`src/rtl/mbox_pkg.sv`:
```
package mbox_pkg;
    localparam int          DATA_W    = 32;
    localparam int          CH_FIELD  = 4;
    localparam logic [3:0]  WIN_NIB   = 4'hA;
    localparam logic [7:0]  STAT_OFS  = 8'hB8;
    localparam int          FULL_BIT  = 31;
    localparam int          EMPTY_BIT = 30;

    typedef enum logic [2:0] {
        ACT_NONE,
        ACT_DIRECT,
        ACT_QUEUE,
        ACT_DROP_FULL,
        ACT_DROP_BAD
    } act_e;
endpackage

```
`src/rtl/mbox_queue.sv`:
```
module mbox_queue #(
    parameter int DEPTH = 8,
    parameter int W     = 32
) (
    input  logic         clk,
    input  logic         rst_n,
    input  logic         push,
    input  logic         pop,
    input  logic [W-1:0] wdata,
    output logic [W-1:0] rdata,
    output logic         full,
    output logic         empty
);
    localparam int AW = (DEPTH > 1) ? $clog2(DEPTH) : 1;
    localparam int CW = $clog2(DEPTH + 1);

    typedef struct packed {
        logic [AW-1:0] rd;
        logic [AW-1:0] wr;
        logic [CW-1:0] cnt;
    } qstate_t;

    qstate_t      st_d, st_q;
    logic [W-1:0] mem_q [DEPTH];

    assign full  = (st_q.cnt == CW'(DEPTH));
    assign empty = (st_q.cnt == '0);
    assign rdata = mem_q[st_q.rd];

    always_comb begin
        st_d = st_q;
        if (push) st_d.wr = (st_q.wr == AW'(DEPTH - 1)) ? '0 : st_q.wr + 1'b1;
        if (pop)  st_d.rd = (st_q.rd == AW'(DEPTH - 1)) ? '0 : st_q.rd + 1'b1;
        st_d.cnt = st_q.cnt + CW'(push) - CW'(pop);
    end

    always_ff @(posedge clk) begin
        if (!rst_n) st_q <= '0;
        else        st_q <= st_d;
    end

    always_ff @(posedge clk) begin
        if (push) mem_q[st_q.wr] <= wdata;
    end

    assert_no_overflow_R5: assert property (@(posedge clk) disable iff (!rst_n)
        push |-> !full);
    assert_no_underflow_R7: assert property (@(posedge clk) disable iff (!rst_n)
        pop |-> !empty);
endmodule

```
`src/rtl/mbox_route.sv`:
```
module mbox_route
    import mbox_pkg::*;
#(
    parameter int NUM_CHAN = 9
) (
    input  logic                wr_en,
    input  logic [7:0]          wr_addr,
    input  logic [CH_FIELD-1:0] ch,
    input  logic [NUM_CHAN-1:0] chan_busy,
    input  logic                q_full,
    output act_e                act
);
    logic in_window;
    logic ch_ok;
    logic ch_busy;

    assign in_window = wr_en && (wr_addr[7:4] == WIN_NIB);
    assign ch_ok     = (32'(ch) < NUM_CHAN);

    always_comb begin
        ch_busy = 1'b0;
        for (int c = 0; c < NUM_CHAN; c++)
            if (ch == CH_FIELD'(c)) ch_busy = chan_busy[c];
    end

    // full is judged before the channel field
    always_comb begin
        act = ACT_NONE;
        if (in_window) begin
            if (q_full)       act = ACT_DROP_FULL;
            else if (!ch_ok)  act = ACT_DROP_BAD;
            else if (ch_busy) act = ACT_QUEUE;
            else              act = ACT_DIRECT;
        end
    end
endmodule

```
`src/rtl/mbox_dispatch.sv`:
```
module mbox_dispatch
    import mbox_pkg::*;
#(
    parameter int NUM_CHAN    = 9,
    parameter int QUEUE_DEPTH = 8
) (
    input  logic                clk,
    input  logic                rst_n,
    input  logic                wr_en,
    input  logic [7:0]          wr_addr,
    input  logic [31:0]         wr_data,
    input  logic [7:0]          rd_addr,
    output logic [31:0]         rd_data,
    input  logic [NUM_CHAN-1:0] chan_busy,
    output logic [NUM_CHAN-1:0] chan_valid,
    output logic [31:0]         chan_data,
    output logic                queue_ovf,
    output logic                bad_chan
);
    typedef struct packed {
        logic [NUM_CHAN-1:0] valid;
        logic [DATA_W-1:0]   data;
        logic                ovf;
        logic                bad;
    } ost_t;

    ost_t        st_d, st_q;
    act_e        act;
    logic        q_full, q_empty, q_push, q_pop, head_busy;
    logic [31:0] head;

    mbox_route #(.NUM_CHAN(NUM_CHAN)) u_route (
        .wr_en     (wr_en),
        .wr_addr   (wr_addr),
        .ch        (wr_data[CH_FIELD-1:0]),
        .chan_busy (chan_busy),
        .q_full    (q_full),
        .act       (act)
    );

    mbox_queue #(.DEPTH(QUEUE_DEPTH), .W(DATA_W)) u_queue (
        .clk   (clk),
        .rst_n (rst_n),
        .push  (q_push),
        .pop   (q_pop),
        .wdata (wr_data),
        .rdata (head),
        .full  (q_full),
        .empty (q_empty)
    );

    always_comb begin
        head_busy = 1'b0;
        for (int c = 0; c < NUM_CHAN; c++)
            if (head[CH_FIELD-1:0] == CH_FIELD'(c)) head_busy = chan_busy[c];
    end

    assign q_push = (act == ACT_QUEUE);
    assign q_pop  = (act != ACT_DIRECT) && !q_empty && !head_busy;

    always_comb begin
        st_d       = st_q;
        st_d.valid = '0;
        st_d.ovf   = (act == ACT_DROP_FULL);
        st_d.bad   = (act == ACT_DROP_BAD);
        if (act == ACT_DIRECT) begin
            for (int c = 0; c < NUM_CHAN; c++)
                st_d.valid[c] = (wr_data[CH_FIELD-1:0] == CH_FIELD'(c));
            st_d.data = wr_data;
        end else if (q_pop) begin
            for (int c = 0; c < NUM_CHAN; c++)
                st_d.valid[c] = (head[CH_FIELD-1:0] == CH_FIELD'(c));
            st_d.data = head;
        end
    end

    always_ff @(posedge clk) begin
        if (!rst_n) st_q <= '0;
        else        st_q <= st_d;
    end

    assign chan_valid = st_q.valid;
    assign chan_data  = st_q.data;
    assign queue_ovf  = st_q.ovf;
    assign bad_chan   = st_q.bad;

    always_comb begin
        rd_data = '0;
        if (rd_addr == STAT_OFS) begin
            rd_data[FULL_BIT]  = q_full;
            rd_data[EMPTY_BIT] = q_empty;
        end
    end

    assert_onehot_valid_R10: assert property (@(posedge clk) disable iff (!rst_n)
        $onehot0(chan_valid));
    assert_ovf_after_full_R5: assert property (@(posedge clk) disable iff (!rst_n)
        (wr_en && wr_addr[7:4] == WIN_NIB && q_full) |=> (queue_ovf && !bad_chan));
    assert_flags_exclusive_R3: assert property (@(posedge clk) disable iff (!rst_n)
        !(queue_ovf && bad_chan));

    generate
        for (genvar g = 0; g < NUM_CHAN; g++) begin : g_chk
            assert_idle_delivery_R2: assert property (@(posedge clk) disable iff (!rst_n)
                chan_valid[g] |-> !$past(chan_busy[g]));
        end
    endgenerate
endmodule

```
`config.mk`:
```
export PLATFORM = sky130hd
export DESIGN_NAME = mbox_dispatch
export DESIGN_NICKNAME = d
export VERILOG_FILES = /design/src/rtl/mbox_pkg.sv /design/src/rtl/mbox_queue.sv /design/src/rtl/mbox_route.sv /design/src/rtl/mbox_dispatch.sv
export SDC_FILE = /design/constraint.sdc
export NUM_CORES = 1
export LEC_CHECK = 0
export CAP_MARGIN = 20
export CORE_MARGIN = 2
export CORE_UTILIZATION = 40
export CTS_CLUSTER_SIZE = 30
export DETAILED_ROUTE_END_ITERATION = 8
export PLACE_DENSITY_LB_ADDON = 0.2
export SLEW_MARGIN = 20
export SYNTH_ARGS = -nofsm -noshare
export SYNTH_HDL_FRONTEND = slang
export SYNTH_SLANG_ARGS = --single-unit
```
`constraint.sdc`:
```
create_clock -name clk -period 7.27 [get_ports clk]
set_input_delay 1.454 -clock clk [delete_from_list [all_inputs] [get_ports clk]]
set_output_delay 1.454 -clock clk [all_outputs]
set_load 0.1 [all_outputs]
```
# After elaboration in Yosys (flattened, before gate mapping)
# Memories as Yosys holds them, arrays and structs flattened. A register that Yosys moved wholly into a read port is not among the register bits.
# Cells that the tools add are included.
[classes] muxes=31 addsub=4 n_eq_ne=26 order_cmp=1 n_reduce_logical=9
[op_table] cell="two-way mux 41 bit" n=2
[op_table] cell="equality test 4 x 3 -> 1 bit, second input constant" n=8
[op_table] cell="two-way mux 3 bit" n=7
[op_table] cell="two-way mux 1 bit" n=20
[op_table] cell="equality test 4 x 2 -> 1 bit, second input constant" n=4
[op_table] cell="equality test 4 bit, second input constant" n=4
[op_table] cell="logical NOT 4 bit" n=3
[op_table] cell="equality test 3 bit, second input constant" n=3
[op_table] cell="equality test 4 x 1 -> 1 bit, second input constant" n=2
[op_table] cell="equality test 8 bit, second input constant" n=1
[op_table] cell="adder 3 x 1 -> 3 bit, second input constant" n=2
[op_table] cell="equality test 3 x 2 -> 1 bit, second input constant" n=2
[op_table] cell="adder 4 x 1 -> 4 bit" n=1
[op_table] cell="< comparator 4 bit, second input constant" n=1
[op_table] cell="two-way mux 2 bit" n=2
[op_table] cell="subtractor 4 x 1 -> 4 bit" n=1
[op_table] cell="equality test 3 x 1 -> 1 bit, second input constant" n=1
[op_table] cell="logical AND 1 bit" n=3
[op_table] cell="inequality test 3 x 1 -> 1 bit, second input constant" n=1
[op_table] cell="logical NOT 1 bit" n=2
[op_table] cell="nonzero test 2 bit" n=1
[totals] ram_bits=256 input_bits=60 reg_bits=53 elab_cells=79 memories=1 out_inout_bits=75
[mem_list] name="u_queue.mem_q" depth=8 width=32 rd=1 rd_clocked_by_memory_dff=1 write_ports=1 line="mbox_queue.sv:24" source="logic [W-1:0] mem_q [DEPTH];"

# Logic depth before layout (Yosys ltp)
[depth] word_depth=19 ltp_mapped=15 mapped_depth_nobuf=15

# By module
# From an unflattened synthesis, not the netlist that was laid out.
[hier_totals] cells_unflattened=758 area_unflattened_um2=13058.8
[modules_own_cells] mod="mbox_queue" instances=1 cells_per_inst=444 area_each_um2=10431.3 seq_area_each_um2=7947.6
[modules_own_cells] mod="mbox_dispatch" instances=1 cells_per_inst=299 area_each_um2=2487.4 seq_area_each_um2=860.8
[modules_own_cells] mod="mbox_route" instances=1 cells_per_inst=15 area_each_um2=140.1 seq_area_each_um2=0.0

# Worst setup path after synthesis
# No wires, ideal clock.
[synth_timing] path_kind="input -> register" startpoint="input port wr_data[2]" endpoint="memory u_queue.mem_q[0][0], enable pin" path_slack_ns=1.503 setup_ns=0.468 n_path_buf=1 arrival_ns=5.299 required_time_ns=6.802 path_stages=7 path_cell_list="clkbuf_1 -> o31a_1 -> nor4_1 -> nand2b_1 -> a21oi_1 -> nor2b_1 -> nor3b_1"
[synth_via] elab_chain_len=17 word_cells_on_any_way=26 cone_classes="order compare: 1; eq/ne: 9; mux: 15; reduce/logical: 1"
[synth_rtl] item="from (decl)" line="mbox_dispatch.sv:11" source="input logic [31:0] wr_data,"
[synth_rtl] item="logical NOT 4 bit" line="mbox_route.sv:23" source="if (ch == CH_FIELD'(c)) ch_busy = chan_busy[c];"
[synth_rtl] item="two-way mux 1 bit (9 in series)" line="mbox_route.sv:23"
[synth_rtl] item="two-way mux 2 bit" line="mbox_route.sv:32" source="else if (ch_busy) act = ACT_QUEUE;"
[synth_rtl] item="two-way mux 3 bit *" line="mbox_route.sv:31" source="else if (!ch_ok) act = ACT_DROP_BAD;"
[synth_rtl] item="two-way mux 3 bit *" line="mbox_route.sv:30" source="if (q_full) act = ACT_DROP_FULL;"
[synth_rtl] item="two-way mux 3 bit *" line="mbox_route.sv:29" source="if (in_window) begin"
[synth_rtl] item="equality test 3 x 2 -> 1 bit *" line="mbox_dispatch.sv:58" source="assign q_push = (act == ACT_QUEUE);"
[synth_rtl] item="two-way mux 1 bit *" line="mbox_queue.sv:43" source="if (push) mem_q[st_q.wr] <= wdata;"
[synth_rtl] item="two-way mux 1 bit (not written as such) *" line="mbox_queue.sv:43"
[synth_rtl] item="to (decl)" line="mbox_queue.sv:24"
# Mark *: on every way between the ends. The rest lies on a longest branch, timed or not.

# Worst setup path after layout
[layout_timing] startpoint="input port rd_addr[1]" endpoint="output port rd_data[30]"
[layout_via] elab_chain_len=2
[layout_rtl] item="from (decl)" line="mbox_dispatch.sv:12" source="input logic [7:0] rd_addr,"
[layout_rtl] item="equality test 8 bit" line="mbox_dispatch.sv:89" source="if (rd_addr == STAT_OFS) begin"
[layout_rtl] item="two-way mux 2 bit" line="mbox_dispatch.sv:89"
[layout_rtl] item="to (decl)" line="mbox_dispatch.sv:13" source="output logic [31:0] rd_data,"
# Every way passes these cells.

==> impl_metrics.toml <==
[cts]
root_buffer = "sky130_fd_sc_hd__clkbuf_16"
ctsLongestPathBuffers = 3
cts_num_sinks = 312
cts-buffers-inserted = 35
ctsHtreeMaxLevel = 2
cts.clk_slew.worst_paths_ns = 0.05
post_cts.repair.setup_buffers = 0
cts-hold-fix-buffers = 0
cts_tree = "done"
cts_repair_resize_count = 0
clk-insertion-delay-late_ns = 0.52

[worst_setup_path]
critical_path.most_common_cell = "sky130_fd_sc_hd__clkdlybuf4s50_1"
worst-setup-path-type = "input pin to output pin"
timing.critical_path.required_ns = 5.82
timing.critical_path.to_type = "output pin"
critical_path_maximum_fanout = 2
crit_path_max_incr_delay_ns = 1.15
timing.critical_path.cells = "clkdlybuf4s50_1, nor4b_1, nand4_1, nor2_1, clkdlybuf4s50_1"
crit_path_top_delay_cell = "sky130_fd_sc_hd__clkdlybuf4s50_1"
critical_path.reg2reg.endpoint = "u_queue.st_q[2]"
timing.critical_path.buf_inv = 2
setup.worst_path.start_class = "input pin"
rrSetupSlack_ns = 2.87
cp_data_arrival_time_ns = 3.62
critical_path.top_delay_family = "buffers and inverters"
worst-r2r-cell-count = 15

[synthesis]
postSynthAreaPerCell_um2 = 16.9
synth_top_cell_area_share_pct = 58.7
yosys_most_used_dff = "sky130_fd_sc_hd__edfxtp_1"
synth_seq_area_share_pct = 67.3
synth_top_cells_by_area = "sky130_fd_sc_hd__edfxtp_1 (59%), sky130_fd_sc_hd__mux4_2 (11%), sky130_fd_sc_hd__dfxtp_1 (8.6%)"
synthesis.area_mm2 = 0.0131
synth_area_leader_cell = "sky130_fd_sc_hd__edfxtp_1"
syn-instance-count = 774
synthDistinctLibCells = 64
synth-warning-count = 0
ys_ff_latch = 312
synth_async_sr_flop_share_pct = 0
synth_edf_count = 256

[place]
port_buffers = 100
preCtsSetupSlack_ns = 1.68
place.detailed.hpwl_um = 16300
place_congestion = 0.724

[finish]
fill_cells = 2756
sequential_cell_area_mm2 = 0.00881
final_cell_mix = "sky130_fd_sc_hd__edfxtp_1 (256), sky130_fd_sc_hd__clkdlybuf4s50_1 (100), sky130_fd_sc_hd__nand2_1 (77)"
layout-drive-gt1-share_pct = 24.4
fin_nets = 952
antenna_cells_inserted = 0
multi_input_area_mm2 = 0.00390
layout.cells.most_common = "sky130_fd_sc_hd__edfxtp_1"
area_delta_synth_final_pct = 19.1

[drt]
avgRoutedWirePerCell_um = 21.5
post_drt_via_cell_ratio = 5.31
detail_route.drc_violations = 0
number_of_design_rule_violations_left_by_the_first_detailed_router_iteration = 503
vias = 7165
postRouteWirelength_um = 29100
dr.pass1.iters = 5
final_antenna_net_count = 0

[global_route]
groute.layer.met1.usage_pct = 24.4
grt_pass1_wl_um = 44200
grtUsageTotal_pct = 17.3
grt_use_met3_pct = 2.81
grt_peak_use_layer = "met2"
groute.layer.met2.usage_pct = 28.4
number_of_antenna_violations_at_the_first_check_in_global_routing = 0
aggregate_global_routing_overflow = 0
grt_pass1_vias = 7229
grt_max_degree = 40

[sta]
timing_hold_violations_final = 0
setup-violations-final = 0
postLayoutSetupSlackWorst_ns = 2.19
timing.max_slew.rel_slack_pct = 29.7
fmax_ghz = 0.197
post-route-min-period_ns = 5.08
timing_worst_slew_pin_value_ns = 1.05
layout_worst_path_cycle_share_pct = 69.8
final-max-slew-violation-count = 0
rsz0062_at_grt = "no"
setup_tns_ns = 0
worst_clock_skew_ns = 0.0184

[hold_path]
worstHoldPathType = "flip-flop to flip-flop"
hold_path_startpoint = "u_queue.st_q[8]"
min_path_cells = 2

[run]
timing.max_cap.violations = 0

[floorplan]
dieArea_mm2 = 0.0342
io_pins = 135
floorplan.core_area_mm2 = 0.0324
floorplan.rows = 66
die_width_um = 185
fp.dieH_um = 185
initial_cell_density_of_the_core_pct = 40.4

[pwr]
irDropWorstVdd_v = 0.000238
leakage_nw = 4.98
power_density_mw_per_mm2 = 380

[status]
run_status = "completed"
tightest hold or removal path, cell delays in order (launching register included):
cell	delay (ns)
sky130_fd_sc_hd__dfxtp_1	0.31
sky130_fd_sc_hd__nand2_1	0.05
sky130_fd_sc_hd__mux2i_1	0.07
per-layer routing:
metal	share of wire [%]	routed length [um]	up-vias
met5	0	0	-
met4	1.4	399	0
met3	4.9	1410	31
met2	48	13900	199
met1	46	13300	3686
li1	-	-	3249
metrics by stage:
step / power [mW] / std cells / util [%] / hold WS, ns / instance area [um^2]
final: 5.93 / 1349 / 48.2 / 0.481 / 15600
after global routing: 6.18 / 1349 / 48.2 / 0.507 / 15600
after CTS: 5.99 / 1349 / 48.2 / 0.480 / 15600
after detailed placement: 4.27 / 1286 / 44.7 / 0.465 / 14500
after global placement: 4.25 / 1286 / 44.7 / 0.464 / 14500
after floorplan: 3.84 / 803 / - / 0.454 / 13200
power by group:
| group | internal (mW) | switching [mW] |
|---|---|---|
| Combinational | 0.718 | 1.33 |
| Clock | 1.03 | 0.692 |
| Sequential | 2.03 | 0.119 |
| Total | 3.78 | 2.14 |
registers in the layout, summed over array words and instances (netlist names), named ones only:
name,flops
chan_valid,9
u_queue.st_q,10
queue_ovf,1
u_queue.mem_q,256
chan_data,32
bad_chan,1
cells by family after synthesis:
group           Yosys count  share of synthesized area (%)
compound gates           72                           5.89
xor+xnor                  2                          0.134
fa+ha+maj                11                           1.11
buf+inv                  90                           4.15
flops                   312                           67.3
mux                     107                           14.5
other cells               1                         0.0286
simple gates            179                           6.88
worst max path at each step:
| stage | from | depth (start not counted) | to | slack (ns) |
|---|---|---|---|---|
| 4_1_cts | rd_addr[1] | 5 | rd_data[30] | 2.19 |
| 3_5_place_dp | wr_data[0] | 8 | u_queue.mem_q[7][0] | 1.68 |
| 6_report | rd_addr[1] | 5 | rd_data[30] | 2.19 |
| 2_1_floorplan | wr_data[2] | 7 | u_queue.mem_q[0][0] | 1.50 |
| 5_1_grt | wr_data[0] | 7 | u_queue.mem_q[1][19] | 1.92 |
| 3_3_place_gp | wr_data[0] | 8 | u_queue.mem_q[7][27] | 1.68 |
final cells by class:
cell class / count / share of cell area (%)
clock buffers: 47 / 6.11
clock inverters: 16 / 1.11
inverters: 10 / 0.241
multi-input cells: 401 / 25.0
flip-flops and latches: 312 / 56.5
well taps: 442 / 3.55
repair buffers: 121 / 7.43
cells in the mapped netlist, types with 9 or more instances:
master                     number
sky130_fd_sc_hd__edfxtp_1     256
sky130_fd_sc_hd__nand2_1       77
sky130_fd_sc_hd__mux4_2        62
sky130_fd_sc_hd__dfxtp_1       56
sky130_fd_sc_hd__mux2_2        32
sky130_fd_sc_hd__buf_4         30
sky130_fd_sc_hd__nor4_1        29
sky130_fd_sc_hd__a311oi_2      26
sky130_fd_sc_hd__nor2_1        21
sky130_fd_sc_hd__clkbuf_1      19
sky130_fd_sc_hd__buf_2         14
sky130_fd_sc_hd__mux2i_1       11
sky130_fd_sc_hd__buf_6         10
sky130_fd_sc_hd__ha_1          10
sky130_fd_sc_hd__nand3_1       10
sky130_fd_sc_hd__inv_1          9
No activity file was read; power rests on OpenSTA's default activity.
